## src/rtl/cct_pkg.sv

```systemverilog
package cct_pkg;
  localparam int CW = 16;
  localparam int AW = 4;
  localparam int NCH = 2;
  typedef logic [CW-1:0] cnt_t;

  localparam logic [AW-1:0] A_STAT = 4'd0;
  localparam logic [AW-1:0] A_CNTH = 4'd1;
  localparam logic [AW-1:0] A_CNTL = 4'd2;
  localparam logic [AW-1:0] A_ALTL = 4'd3;
  localparam logic [AW-1:0] A_IC1H = 4'd4;
  localparam logic [AW-1:0] A_IC1L = 4'd5;
  localparam logic [AW-1:0] A_IC2H = 4'd6;
  localparam logic [AW-1:0] A_IC2L = 4'd7;
  localparam logic [AW-1:0] A_OC1H = 4'd8;
  localparam logic [AW-1:0] A_OC1L = 4'd9;
  localparam logic [AW-1:0] A_OC2H = 4'd10;
  localparam logic [AW-1:0] A_OC2L = 4'd11;
  localparam logic [AW-1:0] A_MODE = 4'd12;

  // index into the 5-bit flag vector; status byte = {flags, disable, 2'b00}
  localparam int F_IC1 = 4;
  localparam int F_OC1 = 3;
  localparam int F_OVF = 2;
  localparam int F_IC2 = 1;
  localparam int F_OC2 = 0;
  localparam int NFLG  = 5;
endpackage

```

## src/rtl/cct_counter.sv

```systemverilog
module cct_counter
  import cct_pkg::*;
(
  input  logic clk,
  input  logic rst_n,
  input  logic tick,
  input  logic halt,
  input  logic zero,
  input  logic wrap_en,
  input  cnt_t wrap_at,
  output cnt_t cnt,
  output logic adv,
  output logic ovf_evt
);
  assign adv     = tick & ~halt;
  assign ovf_evt = adv && (cnt == '1);

  always_ff @(posedge clk or negedge rst_n) begin
    if (!rst_n) begin
      cnt <= '0;
    end else if (zero) begin
      cnt <= '0;
    end else if (adv) begin
      if (wrap_en && cnt == wrap_at) cnt <= '0;
      else                           cnt <= cnt + cnt_t'(1);
    end
  end


  frozen_when_off_chk: assert property (@(posedge clk) disable iff (!rst_n)
    (halt && !zero) |=> $stable(cnt));
endmodule

```

## src/rtl/cct_capture.sv

```systemverilog
module cct_capture
  import cct_pkg::*;
#(
  parameter int N = NCH
) (
  input  logic                clk,
  input  logic                rst_n,
  input  logic [N-1:0]        pin,
  input  cnt_t                cnt,
  output logic [N-1:0]        evt,
  output logic [N-1:0][CW-1:0] cap_q
);
  logic [N-1:0] s1, s2, s3;

  always_ff @(posedge clk or negedge rst_n) begin
    if (!rst_n) begin
      s1 <= '0;
      s2 <= '0;
      s3 <= '0;
    end else begin
      s1 <= pin;
      s2 <= s1;
      s3 <= s2;
    end
  end

  assign evt = s2 & ~s3;

  for (genvar i = 0; i < N; i++) begin : g_ch
    always_ff @(posedge clk or negedge rst_n) begin
      if (!rst_n)      cap_q[i] <= '0;
      else if (evt[i]) cap_q[i] <= cnt;
    end


    latch_value_chk: assert property (@(posedge clk) disable iff (!rst_n)
      evt[i] |=> cap_q[i] == $past(cnt));
  end
endmodule

```

## src/rtl/cct_compare.sv

```systemverilog
module cct_compare
  import cct_pkg::*;
#(
  parameter int N = NCH
) (
  input  logic                 clk,
  input  logic                 rst_n,
  input  logic                 adv,
  input  logic                 halt,
  input  cnt_t                 cnt,
  input  logic [N-1:0][CW-1:0] oc,
  output logic [N-1:0]         match,
  output logic [N-1:0]         pin
);
  logic [N-1:0] tog;

  for (genvar i = 0; i < N; i++) begin : g_ch
    assign match[i] = adv && (cnt == oc[i]);

    always_ff @(posedge clk or negedge rst_n) begin
      if (!rst_n)        tog[i] <= 1'b0;
      else if (match[i]) tog[i] <= ~tog[i];
    end


    toggle_on_match_chk: assert property (@(posedge clk) disable iff (!rst_n)
      match[i] |=> tog[i] != $past(tog[i]));
  end

  assign pin = tog & {N{~halt}};
endmodule

```

## src/rtl/cct_status.sv

```systemverilog
module cct_status
  import cct_pkg::*;
#(
  parameter bit DUAL = 1'b1
) (
  input  logic            clk,
  input  logic            rst_n,
  input  logic [NFLG-1:0] set_evt,
  input  logic [NFLG-1:0] acc_evt,
  input  logic            stat_rd,
  input  logic            dis_we,
  input  logic            dis_d,
  output logic [7:0]      stat,
  output logic            dis_q
);
  localparam logic [NFLG-1:0] FMASK = DUAL ? 5'b11111 : 5'b11100;

  logic [NFLG-1:0] flg, pend;

  always_ff @(posedge clk or negedge rst_n) begin
    if (!rst_n) begin
      flg   <= '0;
      pend  <= '0;
      dis_q <= 1'b0;
    end else begin
      flg  <= (set_evt & FMASK) | (flg & ~(acc_evt & pend));
      pend <= stat_rd ? (pend | flg) : (pend & ~acc_evt);
      if (dis_we) dis_q <= dis_d;
    end
  end

  assign stat = {flg, dis_q, 2'b00};

  for (genvar k = 0; k < NFLG; k++) begin : g_chk
    if (FMASK[k]) begin : g_live

      set_beats_clear_chk: assert property (@(posedge clk) disable iff (!rst_n)
        set_evt[k] |=> flg[k]);

      armed_clear_chk: assert property (@(posedge clk) disable iff (!rst_n)
        $fell(flg[k]) |-> $past(pend[k] && acc_evt[k]));
    end
  end
endmodule

```

## src/rtl/cc_timer.sv

```systemverilog
module cc_timer
  import cct_pkg::*;
#(
  parameter bit DUAL_CH = 1'b1
) (
  input  logic         clk,
  input  logic         rst_n,
  input  logic [AW-1:0] bus_addr,
  input  logic         bus_rd,
  input  logic         bus_wr,
  input  logic [7:0]   bus_wdata,
  output logic [7:0]   bus_rdata,
  input  logic [NCH-1:0] cap_in,
  input  logic         tick,
  output logic [NCH-1:0] cmp_out
);
  logic                   any_acc, stat_rd, cnt_zero, dis_q, mode_q;
  logic                   adv, ovf_evt;
  cnt_t                   cnt;
  logic [NCH-1:0]         cap_evt, match;
  logic [NCH-1:0][CW-1:0] cap_q, oc_q;
  logic [NFLG-1:0]        set_evt, acc_evt;
  logic [7:0]             stat;

  assign any_acc  = bus_rd | bus_wr;
  assign stat_rd  = bus_rd && (bus_addr == A_STAT);
  assign cnt_zero = bus_wr && (bus_addr == A_CNTH || bus_addr == A_CNTL ||
                               bus_addr == A_ALTL);

  assign set_evt = {cap_evt[0], match[0], ovf_evt, cap_evt[1], match[1]};
  assign acc_evt = {any_acc && bus_addr == A_IC1L,
                    any_acc && bus_addr == A_OC1L,
                    any_acc && bus_addr == A_CNTL,
                    any_acc && bus_addr == A_IC2L,
                    any_acc && bus_addr == A_OC2L};

  for (genvar i = 0; i < NCH; i++) begin : g_oc
    localparam logic [AW-1:0] HI = A_OC1H + AW'(2 * i);
    localparam logic [AW-1:0] LO = A_OC1L + AW'(2 * i);
    always_ff @(posedge clk or negedge rst_n) begin
      if (!rst_n) begin
        oc_q[i] <= '0;
      end else if (bus_wr) begin
        if (bus_addr == HI) oc_q[i][CW-1:8] <= bus_wdata;
        if (bus_addr == LO) oc_q[i][7:0]    <= bus_wdata;
      end
    end
  end

  always_ff @(posedge clk or negedge rst_n) begin
    if (!rst_n)                               mode_q <= 1'b0;
    else if (bus_wr && bus_addr == A_MODE)    mode_q <= bus_wdata[0];
  end

  cct_counter u_cnt (
    .clk(clk), .rst_n(rst_n), .tick(tick), .halt(dis_q), .zero(cnt_zero),
    .wrap_en(mode_q), .wrap_at(oc_q[1]), .cnt(cnt), .adv(adv), .ovf_evt(ovf_evt)
  );

  cct_capture #(.N(NCH)) u_cap (
    .clk(clk), .rst_n(rst_n), .pin(cap_in), .cnt(cnt), .evt(cap_evt), .cap_q(cap_q)
  );

  cct_compare #(.N(NCH)) u_cmp (
    .clk(clk), .rst_n(rst_n), .adv(adv), .halt(dis_q), .cnt(cnt), .oc(oc_q),
    .match(match), .pin(cmp_out)
  );

  cct_status #(.DUAL(DUAL_CH)) u_st (
    .clk(clk), .rst_n(rst_n), .set_evt(set_evt), .acc_evt(acc_evt),
    .stat_rd(stat_rd), .dis_we(bus_wr && bus_addr == A_STAT),
    .dis_d(bus_wdata[2]), .stat(stat), .dis_q(dis_q)
  );

  always_comb begin
    case (bus_addr)
      A_STAT:         bus_rdata = stat;
      A_CNTH:         bus_rdata = cnt[CW-1:8];
      A_CNTL, A_ALTL: bus_rdata = cnt[7:0];
      A_IC1H:         bus_rdata = cap_q[0][CW-1:8];
      A_IC1L:         bus_rdata = cap_q[0][7:0];
      A_IC2H:         bus_rdata = cap_q[1][CW-1:8];
      A_IC2L:         bus_rdata = cap_q[1][7:0];
      A_OC1H:         bus_rdata = oc_q[0][CW-1:8];
      A_OC1L:         bus_rdata = oc_q[0][7:0];
      A_OC2H:         bus_rdata = oc_q[1][CW-1:8];
      A_OC2L:         bus_rdata = oc_q[1][7:0];
      A_MODE:         bus_rdata = {7'd0, mode_q};
      default:        bus_rdata = 8'd0;
    endcase
  end


  overflow_sets_flag_chk: assert property (@(posedge clk) disable iff (!rst_n)
    ovf_evt |=> stat[5]);
endmodule

```

## config.mk

```make
export PLATFORM = sky130hd
export DESIGN_NAME = cc_timer
export DESIGN_NICKNAME = d
export VERILOG_FILES = /design/src/rtl/cct_pkg.sv /design/src/rtl/cct_counter.sv /design/src/rtl/cct_capture.sv /design/src/rtl/cct_compare.sv /design/src/rtl/cct_status.sv /design/src/rtl/cc_timer.sv
export SDC_FILE = /design/constraint.sdc
export NUM_CORES = 1
export LEC_CHECK = 0
export BUFFER_PORTS_ARGS = -buffer_cell sky130_fd_sc_hd__buf_2
export CELL_PAD_IN_SITES_DETAIL_PLACEMENT = 1
export CELL_PAD_IN_SITES_GLOBAL_PLACEMENT = 1
export CORE_AREA = 5 5 103 124
export CTS_CLUSTER_DIAMETER = 60
export DETAILED_ROUTE_END_ITERATION = 8
export DIE_AREA = 0 0 108 129
export GPL_TIMING_DRIVEN = 0
export PLACE_DENSITY = 0.8
export SYNTH_ARGS = -nofsm -noshare
export SYNTH_HDL_FRONTEND = slang
export SYNTH_SLANG_ARGS = --single-unit
```

## constraint.sdc

```tcl
create_clock -name clk -period 4.7 [get_ports clk]
set_input_delay 0.47 -clock clk [delete_from_list [all_inputs] [get_ports clk]]
set_output_delay 0.47 -clock clk [all_outputs]
set_load 0.1 [all_outputs]
```

==> impl_results.md, run 1 <==
- GRT overflow: 0
- WP data arrival: around 2.4 ns
- Data required, critical path: roughly 4.2 ns
- Tot GR Track Use: 24.6%
- First-pass GRT wire length: 25,600 um
- Postcts setup bufs: 0
- Final wirelength: between 15,000 and 20,000 um
- Dominant cells by area after synthesis: dfrtp_1 47%, mux2_2 13%, xnor2_1 5.3%, xor2_1 2.6%, nand4_1 2.4%
- Static Leakage: 2.61 nW
- Fill cells: between 1,000 and 1,500
- Die Span X: 108 um
- Crit path from: bus_addr[2]
- Clock Skew: around 0.0065 ns
- Core area: approximately 11,000 sq um
- Clock sinks: 100
- Vias in the first global route: between 4,000 and 5,000
- Final Hold Vio Count: 0
- Maximum level of the CTS H-tree: 3
- RR Startpoint: u_cnt.cnt[0]
- Clk Latency, worst-skew pair: about 0.35 ns
- Vias per inst: 5.92
- Antenna-violating nets left: 0
- Rel. slew slack: between 30 and 40%
- Synth Cell Area: 5310 sq um
- Tightest Hold Check Type: input port to async pin
- CP Capture Type: output port
- Fin nets: around 540
- VDD IR max: 0.201 mV
- Antenna cell count: 0
- Pint: 1.68 mW
- Final Cycle Share: 60.6%
- Crit Path Max Fanout: 10
- P&R area growth vs syn: 12.1%
- Per-cell routed wire length: about 23 um
- Switching fraction of total power: ~34%
- Maxcap violations: 0
- # IOs: 29
- Initial Util: a little under half
- #FFs+latches synth: 100
- Syn nets: just over 500
- Clk slew on worst S/H paths: roughly 0.070 ns
- Achievable Freq: ~0.35 GHz
- RSZ-0062 raised after global routing: no
- Endpoints failing setup: 0
- Cell count after synthesis: ~500
- DRC Markers: 0
- Clock root buffer: clkbuf_16
- Synth cell types: 54
- Initial antenna violation count: 0
- Resized Gates After CTS: 0
- PD cells: approximately 430 nW/um^2
- Comb pwr share: a little over a quarter
- Post-synth top area share: 47.1%
- Status: finished, final reports clean
- Cts hold-fix bufs: 0
- Inserted Clock Buffers: 9
- Pwr Total: ~2.6 mW
- Synth Flop Type: dfrtp_1
- Largest net degree at the start of global routing: between 50 and 60
- Die Ht: 129 um
- Post-synth top cells: 100 x dfrtp_1, 63 x mux2_2, 33 x nand2_1
- Fin crit period: roughly 2.8 ns
- Synth warnings: 0
- Count leader, synth: dfrtp_1
- DR iter-0 viols: between 300 and 400
- Crit path kind: input port to output port
- RePlAce Congestion: around 0.97
- Seq. cell area: about 2500 sq um
- CTS Buffer Depth: 2
- Syn avg cell area: roughly 11 sq um
- Slew @ Worst Pin: just under 1 ns
- Via count: around 4,000
- Startpoint types: input port
- Die Footprint: approximately 14,000 sq um
- Clock power share: ~29%
- CTS tree: done
- Area occupied by multi-input gates: about 2500 sq um
- Number of port buffers: 26
- Share of cells above drive strength 1: ~30%
- Post-synth EDFFs: 0
- Sequential cell area fraction in the yosys report: a little under half
- Async S/R FF share, synth: between 90% and 100%
- Post-synth top area cell: dfrtp_1
- DP Wirelength: approximately 12,000 um
- Final count of pins violating max slew: 0
- Setup TNS: 0 ns
- # rows: 43
- Drt pass-1 iters: 5
- Register share of total power: between 40% and 50%
- Total net switching power: 881 uW
[metrics by stage]
stage          hold WS, ns  instances  cell area, sq um  utilization (%)  setup slack (ns)
4_1_cts              0.172        686              5960             52.2              1.88
6_report             0.145        686              5960             52.2              1.85
2_1_floorplan        0.174        486              5310                -             0.943
5_1_grt              0.204        686              5960             52.2              1.77
3_3_place_gp         0.334        669              5640             49.5              1.94
3_5_place_dp         0.336        670              5670             49.7              1.92
[cells by family after synthesis]
| family | count (synthesis) | synth area share, % |
|---|---|---|
| compound gates | 73 | 9.56 |
| xor+xnor | 48 | 7.91 |
| fa+ha+maj | 1 | 0.235 |
| buf+inv | 50 | 5.39 |
| flops | 100 | 47.1 |
| mux | 74 | 15.7 |
| simple gates | 140 | 14.2 |
[final timing paths]
kind,end,slack (ns),cells past startpoint
max,bus_rdata[5],1.85,9
min,u_cnt.cnt[0],0.15,1
max reg2reg,u_cnt.cnt[2],2.60,7
min reg2reg,u_cap.s2[1],0.35,0
max in group asynchronous,u_cnt.cnt[2],3.87,2
min in group clk,u_cap.s1[0],0.22,1
[cell type report]
cell class	count	share of cell area (%)
buffer	44	4.43
clock buffer	11	3.91
clock inverter	5	0.882
inverter	6	0.378
multi-input combinational	336	42.4
sequential	100	42.0
tap	157	3.30
timing repair buffer	27	2.69
[cell usage in the layout (no fill, tap or decap), types with 16 or more instances in the layout]
cell / synthesis / routed
xnor2_1: 32 / 32
buf_2: 24 / 49
nand3_1: 23 / 23
nand2_1: 33 / 33
mux2_2: 63 / 63
nand4_1: 20 / 20
dfrtp_1: 100 / 100
o21ai_0: 16 / 16
xor2_1: 16 / 16
[power groups by stage]
| stage | sequential [mW] | combinational [mW] | clock (mW) |
|---|---|---|---|
| 3_3_place_gp | 1.15 | 0.648 | 0 |
| 3_5_place_dp | 1.16 | 0.669 | 0 |
| 4_1_cts | 1.14 | 0.677 | 0.743 |
| 6_report | 1.15 | 0.677 | 0.737 |
| 5_1_grt | 1.16 | 0.724 | 0.784 |
| 2_1_floorplan | 1.10 | 0.512 | 0 |
[sequential cells by signal, indices dropped and copies added, names as in the netlist]
name,flops
mode_q,1
oc_q,32
u_cap.cap_q,32
u_cap.s1,2
u_cap.s2,2
u_cap.s3,2
u_cmp.tog,2
u_cnt.cnt,16
u_st.dis_q,1
u_st.flg,5
u_st.pend,5
[routing by layer]
metal	wire, um	vias to the layer above	track usage, %
met5	0	-	0
met4	571	0	10.7
met2	7660	119	39.5
li1	-	1807	-
met3	781	37	4.32
met1	7070	2098	32.6
[critical path, stage by stage]
cell and delay, ns:
buf_2 0.20, nor2b_1 0.16, buf_2 0.27, buf_2 0.30, nand3_1 0.12, o31ai_1 0.10
a221oi_1 0.09, o31ai_1 0.15, buf_2 0.50
Power figures use the tool's default switching activity.
==> run 2, diff against run 1 <==
--- a/config.mk
+++ b/config.mk
@@ -8,12 +8,12 @@
 export BUFFER_PORTS_ARGS = -buffer_cell sky130_fd_sc_hd__buf_2
 export CELL_PAD_IN_SITES_DETAIL_PLACEMENT = 1
 export CELL_PAD_IN_SITES_GLOBAL_PLACEMENT = 1
-export CORE_AREA = 5 5 103 124
+export CORE_AREA = 5 5 107 129
 export CTS_CLUSTER_DIAMETER = 60
 export DETAILED_ROUTE_END_ITERATION = 8
-export DIE_AREA = 0 0 108 129
+export DIE_AREA = 0 0 112 134
 export GPL_TIMING_DRIVEN = 0
-export PLACE_DENSITY = 0.8
+export PLACE_DENSITY = 0.78
 export SYNTH_ARGS = -nofsm -noshare
 export SYNTH_HDL_FRONTEND = slang
 export SYNTH_SLANG_ARGS = --single-unit
==> constraint.sdc (replaced) <==
create_clock -name clk -period 2.6 [get_ports clk]
set_input_delay 0.26 -clock clk [delete_from_list [all_inputs] [get_ports clk]]
set_output_delay 0.26 -clock clk [all_outputs]
set_load 0.1 [all_outputs]
==> impl_results.md, run 2 (synthesized netlist as in run 1, its figures left out) <==
- Hold slack: 0.00969 ns (-0.135 ns)
- Crit-path slowest cell: buf_2
- DR iter-0 viols: 321 (+4.9%)
- Clk Latency, worst-skew pair: 0.35 ns (about the same)
- Worst R2R Path Depth: 7 (unchanged)
- GRT overflow: 0 (unchanged)
- Initial Util: 42.7% (-3.9 points)
- Status: finished, final reports clean
- Antenna-violating nets left: 0 (unchanged)
- Clock Skew: 0.00848 ns (+0.00195 ns)
- WP data arrival: 2.13 ns (-0.25 ns)
- Post-route cell area: 6060 sq um (+1.8%)
- PD cells: 802 nW/um^2 (+86%)
- Endpoints failing setup: 0 (unchanged)
- Initial antenna violation count: 0 (unchanged)
- Clock sinks: 100 (unchanged)
- Hold wc startpoint: cap_in[1]
- Die Span X: 112 um (+3.7%)
- Fin nets: 545 (+0.18%)
- P&R area growth vs syn: 14.1%
- Inserted Clock Buffers: 9 (unchanged)
- Antenna cell count: 0 (unchanged)
- Maximum level of the CTS H-tree: 3 (unchanged)
- Clk slew on worst S/H paths: 0.07 ns (about the same)
- Fin util: 48.7% (-3.5 points)
- Per-cell routed wire length: 23.2 um (-0.97%)
- Number of port buffers: 26 (unchanged)
- Die Footprint: 15,000 sq um (+7.7%)
- Final count of pins violating max slew: 0 (unchanged)
- Via count: 4,074 (+0.32%)
- Resized Gates After CTS: 0 (unchanged)
- DP Wirelength: 11,800 um (+1.4%)
- Crit Path Max Fanout: 10 (unchanged)
- Share of cells above drive strength 1: 30.6% (+0.70 points)
- Static Leakage: 2.65 nW (+1.6%)
- RePlAce Congestion: 0.963 (-0.22%)
- Crit path top cell by count: buf_2
- Worst reg2reg setup slack: 0.44 ns (-2.16 ns)
- Maxcap violations: 0 (unchanged)
- Crit path kind: input port to output port
- CP Capture Type: output port
- Final Hold Vio Count: 0 (unchanged)
- CTS tree: done
- Clock root buffer: clkbuf_16
- Tightest Hold Check Type: input port to flip-flop
- Biggest regs: oc_q: 32 flops, u_cap.cap_q: 32 flops, u_cnt.cnt: 16 flops
- Commonest non-fill, non-tap cell in the layout: dfrtp_1
- Largest net degree at the start of global routing: 59 (+9.3%)
- Die Ht: 134 um (+3.9%)
- VDD IR max: 0.310 mV (+54%)
- DRC Markers: 0 (unchanged)
- WHS Endpoint: u_cap.s1[1]
- Postcts setup bufs: 0 (unchanged)
- Setup TNS: 0 ns (unchanged)
- DP Area: 5700 sq um (+0.57%)
- Final wirelength: 16,100 um (+0.19%)
- Slew @ Worst Pin: 0.944 ns (-0.0426 ns)
- Vias in the first global route: 4,364 (+0.30%)
- Most frequent cells in the layout: 100 x dfrtp_1, 63 x mux2_2, 47 x buf_2
- WHS Path Cells: 1
- Pwr Total: 4.86 mW (+90%)
- First-pass GRT wire length: 25,800 um (+0.94%)
- Rel. slew slack: 36.8% (+2.9 points)
- RSZ-0062 raised after global routing: no
- Startpoint types: input port
- RR Startpoint: u_cnt.cnt[14]
- Vias per inst: 5.87 (-0.84%)
- Fin crit period: 2.39 ns
- # rows: 45 (+4.7%)
- Tot GR Track Use: 22.5% (-2.0 points)
- Final Cycle Share: 92.0%
- CTS Buffer Depth: 2 (unchanged)
- Delay-heaviest family, CP: buffers and inverters
- Drt pass-1 iters: 5 (unchanged)
- # IOs: 29 (unchanged)
- Achievable Freq: between 0.4 and 0.5 GHz
- Core area: 12,400 sq um (+9.1%)
- Reg2reg end: u_cnt.cnt[10]
- Max incr delay on CP: 0.49 ns (about the same)
- Data required, critical path: 2.34 ns (-1.89 ns)
- Critical path cell sequence: buf_2, nor2b_1, buf_2, buf_2, nand3_1, o31ai_1, a221oi_1, o31ai_2, buf_2
- Number of buffers and inverters on the critical path: 4 (unchanged)
-- run 2: power by group --
group / switching, mW / internal (mW) / total (mW)
logic: 0.752 / 0.483 / 1.24
registers: 0.258 / 1.82 / 2.08
clock network: 0.582 / 0.966 / 1.55
-- run 2: routing by layer --
layer / share of wire (%) / global-route usage (%) / vias up
met1: 42 / 29.2 / 2077
met3: 5.6 / 3.34 / 32
met5: 0 / 0 / -
li1: - / - / 1818
met4: 4.0 / 10.8 / 0
met2: 49 / 37.2 / 147
-- run 2: stage by stage --
step	worst slack, ns	cells
finish	0.208	694
global route	0.111	694
CTS	0.234	694
detailed placement	0.248	677
global placement	0.254	676
floorplan	0.0179	486
-- run 2: how the worst max path moves through the flow --
| stage | from | end | slack, ns | depth (start not counted) |
|---|---|---|---|---|
| after detailed placement | bus_addr[3] | bus_rdata[5] | 0.25 | 10 |
| after global placement | rst_n | u_cap.s3[0] | 0.25 | 1 |
| after CTS | bus_addr[3] | bus_rdata[5] | 0.23 | 10 |
| final | bus_addr[2] | bus_rdata[5] | 0.21 | 9 |
| after floorplan | bus_addr[1] | bus_rdata[2] | 0.02 | 6 |
| after global routing | bus_addr[2] | bus_rdata[5] | 0.11 | 9 |
-- run 2: cell type report --
cell class	count	area (sq um)
Tap cell	164	205
Sequential cell	100	2500
Inverter	6	22.5
Multi-Input combinational cell	336	2540
Buffer	44	277
Fill cell	1348	6380
Clock buffer	10	239
Clock inverter	6	111
Timing Repair Buffer	28	170
-- run 2: what timing repair did --
action / CTS / global route
setup endpoints to repair: 0 / 0
hold buffers: 1 / 0
endpoints found under the hold margin: 42 / 0
==> run 3, diff against run 2 <==
--- a/config.mk
+++ b/config.mk
@@ -5,15 +5,16 @@
 export SDC_FILE = /design/constraint.sdc
 export NUM_CORES = 1
 export LEC_CHECK = 0
+export ABC_AREA = 1
 export BUFFER_PORTS_ARGS = -buffer_cell sky130_fd_sc_hd__buf_2
 export CELL_PAD_IN_SITES_DETAIL_PLACEMENT = 1
 export CELL_PAD_IN_SITES_GLOBAL_PLACEMENT = 1
-export CORE_AREA = 5 5 107 129
+export CORE_AREA = 5 5 111 134
 export CTS_CLUSTER_DIAMETER = 60
 export DETAILED_ROUTE_END_ITERATION = 8
-export DIE_AREA = 0 0 112 134
+export DIE_AREA = 0 0 116 139
 export GPL_TIMING_DRIVEN = 0
-export PLACE_DENSITY = 0.78
+export PLACE_DENSITY = 0.79
 export SYNTH_ARGS = -nofsm -noshare
 export SYNTH_HDL_FRONTEND = slang
 export SYNTH_SLANG_ARGS = --single-unit
==> impl_results.md, run 3 <==
- Status: finished, final reports clean
- # rows: 47 (+4.4%)
- Share of cells above drive strength 1: 19.6% (-11 points)
- Slew @ Worst Pin: 0.647 ns (-0.298 ns)
- Hold slack: 0.0106 ns (+0.000932 ns)
- RR Startpoint: u_cnt.cnt[11]
- Pint: 3.12 mW (-4.4%)
- Clk slew on worst S/H paths: 0.07 ns (about the same)
- Rel. slew slack: 56.9% (+20 points)
- P&R area growth vs syn: 13.1%
- Most frequent cells in the layout: 203 x nand2_1, 100 x dfrtp_1, 58 x o21ai_0
- Post-synth top cells: 203 x nand2_1, 100 x dfrtp_1, 58 x o21ai_0
- Final wirelength: 18,600 um (+16%)
- Worst R2R Path Depth: 8 (+1)
- Endpoints failing setup: 0 (unchanged)
- Die Span X: 116 um (+3.6%)
- Resized Gates After CTS: 0 (unchanged)
- CTS tree: done
- Setup TNS: 0 ns (unchanged)
- Die Footprint: 16,100 sq um (+7.4%)
- Maxcap violations: 0 (unchanged)
- Largest net degree at the start of global routing: 56 (-5.1%)
- Tot GR Track Use: 24.2% (+1.6 points)
- Maximum level of the CTS H-tree: 3 (unchanged)
- Reg2reg end: u_cmp.tog[0]
- Data required, critical path: 2.34 ns (about the same)
- Post-route cell area: 6190 sq um (+2.0%)
- DR iter-0 viols: 319 (-0.62%)
- Post-synth top area cell: dfrtp_1
- DP Area: 5850 sq um (+2.6%)
- Final count of pins violating max slew: 0 (unchanged)
- RSZ-0062 raised after global routing: no
- CP Capture Type: output port
- RePlAce Congestion: 0.960 (-0.33%)
- Commonest non-fill, non-tap cell in the layout: nand2_1
- First-pass GRT wire length: 29,600 um (+15%)
- Number of port buffers: 27 (+3.8%)
- Total net switching power: 1.97 mW (+24%)
- Post-synth EDFFs: 0 (unchanged)
- Fill cells: 1,681 (+25%)
- Sequential cell area fraction in the yosys report: 45.7% (-1.3 points)
- Clock Skew: 0.00682 ns (-0.00166 ns)
- Startpoint types: flip-flop
- Crit path kind: flip-flop to output port
- Biggest regs: oc_q: 32 flops, u_cap.cap_q: 32 flops, u_cnt.cnt: 16 flops
- Syn nets: 694 (+37%)
- Per-cell routed wire length: 20.9 um (-9.9%)
- WP data arrival: 2.11 ns (-0.02 ns)
- GRT overflow: 0 (unchanged)
- WHS Path Cells: 1 (unchanged)
- Achievable Freq: 0.422 GHz (+0.85%)
- Final Cycle Share: 91.2% (-0.78 points)
- Hold wc startpoint: cap_in[0]
- Synth cell types: 38 (-30%)
- Clock sinks: 100 (unchanged)
- Register share of total power: 43.0% (+0.3 points)
- Syn avg cell area: 8.12 sq um (-26%)
- CTS Buffer Depth: 2 (unchanged)
- Inserted Clock Buffers: 9 (unchanged)
- Vias per inst: 5.54 (-5.6%)
- Count leader, synth: nand2_1
- Static Leakage: 3.01 nW (+13%)
- Clk Latency, worst-skew pair: 0.36 ns (about the same)
- WHS Endpoint: u_cap.s1[0]
- #FFs+latches synth: 100 (unchanged)
- DRC Markers: 0 (unchanged)
- Fin nets: 735 (+35%)
- Fin crit period: 2.37 ns (-0.0202 ns)
- Die Ht: 139 um (+3.7%)
- Synth warnings: 0 (unchanged)
- Antenna cell count: 0 (unchanged)
- Worst reg2reg setup slack: 0.76 ns (+0.32 ns)
- Async S/R FF share, synth: 100% (unchanged)
- Final Hold Vio Count: 0 (unchanged)
- Via count: 4,940 (+21%)
- Cell count after synthesis: 674 (+39%)
- Synth Flop Type: dfrtp_1
- Initial Util: 40.4% (-2.3 points)
- Core area: 13,500 sq um (+8.7%)
- Clock power share: 28.9% (-3.0 points)
- Switching fraction of total power: 38.7% (+5.9 points)
- Tightest Hold Check Type: input port to flip-flop
- DP Wirelength: 14,100 um (+19%)
- # IOs: 29 (unchanged)
- Dominant cells by area after synthesis: dfrtp_1 46%, nand2_1 14%, o21ai_0 5.3%, o21ai_2 4.8%, inv_1 3.6%
- VDD IR max: 0.357 mV (+15%)
- Clock root buffer: clkbuf_16
- Synth Cell Area: 5470 sq um (+2.9%)
- PD cells: 823 nW/um^2 (+2.7%)
- Vias in the first global route: 5,390 (+24%)
- Antenna-violating nets left: 0 (unchanged)
- Drt pass-1 iters: 5 (unchanged)
- Initial antenna violation count: 0 (unchanged)
- Crit Path Max Fanout: 7 (-3)
- Post-synth top area share: 45.7% (-1.3 points)
- Comb pwr share: 28.2% (+2.8 points)
## run 3: changes by cell type after synthesis, moves of 11 or more
| cell | change |
|---|---|
| nand2_1 | +170 |
| mux2_2 | -63 |
| inv_1 | +47 |
| o21ai_0 | +42 |
| nor2_1 | +41 |
| xnor2_1 | -30 |
| o21ai_2 | +29 |
| buf_2 | -23 |
| inv_2 | +16 |
| nand3_1 | +16 |
| nand4_1 | -14 |
| nor2b_1 | -11 |
## run 3: worst max-delay path: stages (launching register included)
cell and delay (ns):
dfrtp_1 0.47, inv_1 0.37, nor2_1 0.10, a211oi_1 0.37, nand3_1 0.13, buf_2 0.32
## run 3: power groups by stage
stage	combinational, mW	clock, mW	sequential [mW]
6_report	1.44	1.47	2.19
5_1_grt	1.57	1.54	2.21
4_1_cts	1.43	1.48	2.18
3_5_place_dp	1.42	0	2.20
3_3_place_gp	1.35	0	2.18
2_1_floorplan	1.04	0	2.07
## run 3: worst max path at each step
stage | startpoint | end | slack [ns] | cells after the start
3_5_place_dp | bus_addr[0] | bus_rdata[2] | 0.24 | 8
2_1_floorplan | bus_addr[2] | bus_rdata[7] | 0.63 | 7
4_1_cts | bus_addr[0] | bus_rdata[2] | 0.22 | 8
6_report | u_cnt.cnt[11] | bus_rdata[3] | 0.23 | 5
3_3_place_gp | rst_n | u_st.flg[2] | 0.22 | 1
5_1_grt | bus_addr[0] | bus_rdata[2] | 0.13 | 8
## run 3: area by class of cell
class	count	area, sq um	area share [%]
sequential	100	2500	40.4
buffer	19	153	2.47
timing repair buffer	30	185	2.99
clock buffer	11	243	3.92
clock inverter	5	75.1	1.21
tap	171	214	3.46
inverter	73	284	4.59
multi-input combinational	482	2530	40.9
## run 3: per-stage QoR
step | power [mW] | utilization (%) | std cells | setup WS [ns]
floorplan | 3.12 | - | 674 | 0.633
detailed placement | 3.62 | 43.2 | 873 | 0.237
finish | 5.09 | 45.7 | 891 | 0.228
global placement | 3.54 | 43.0 | 872 | 0.217
global route | 5.32 | 45.7 | 891 | 0.132
CTS | 5.09 | 45.7 | 891 | 0.222
## run 3: cells by family after synthesis
kind of cell | count (synthesis) | share of synthesized area, %
buf+inv | 92 | 7.98
simple gates | 329 | 27.0
xor+xnor | 15 | 2.40
compound gates | 137 | 16.6
flops | 100 | 45.7
fa+ha+maj | 1 | 0.229
## run 3: timing repair
item / in CTS / in global routing
setup buffers: 0 / 0
hold buffers: 2 / 0
hold endpoints to repair: 46 / 0
## run 3: per-layer routing
metal	up-vias	wire, um	GRT usage [%]
li1	2273	-	-
met1	2418	7270	28.7
met2	186	9270	40.2
met3	63	946	3.75
met4	0	1150	15.3
met5	-	0	0
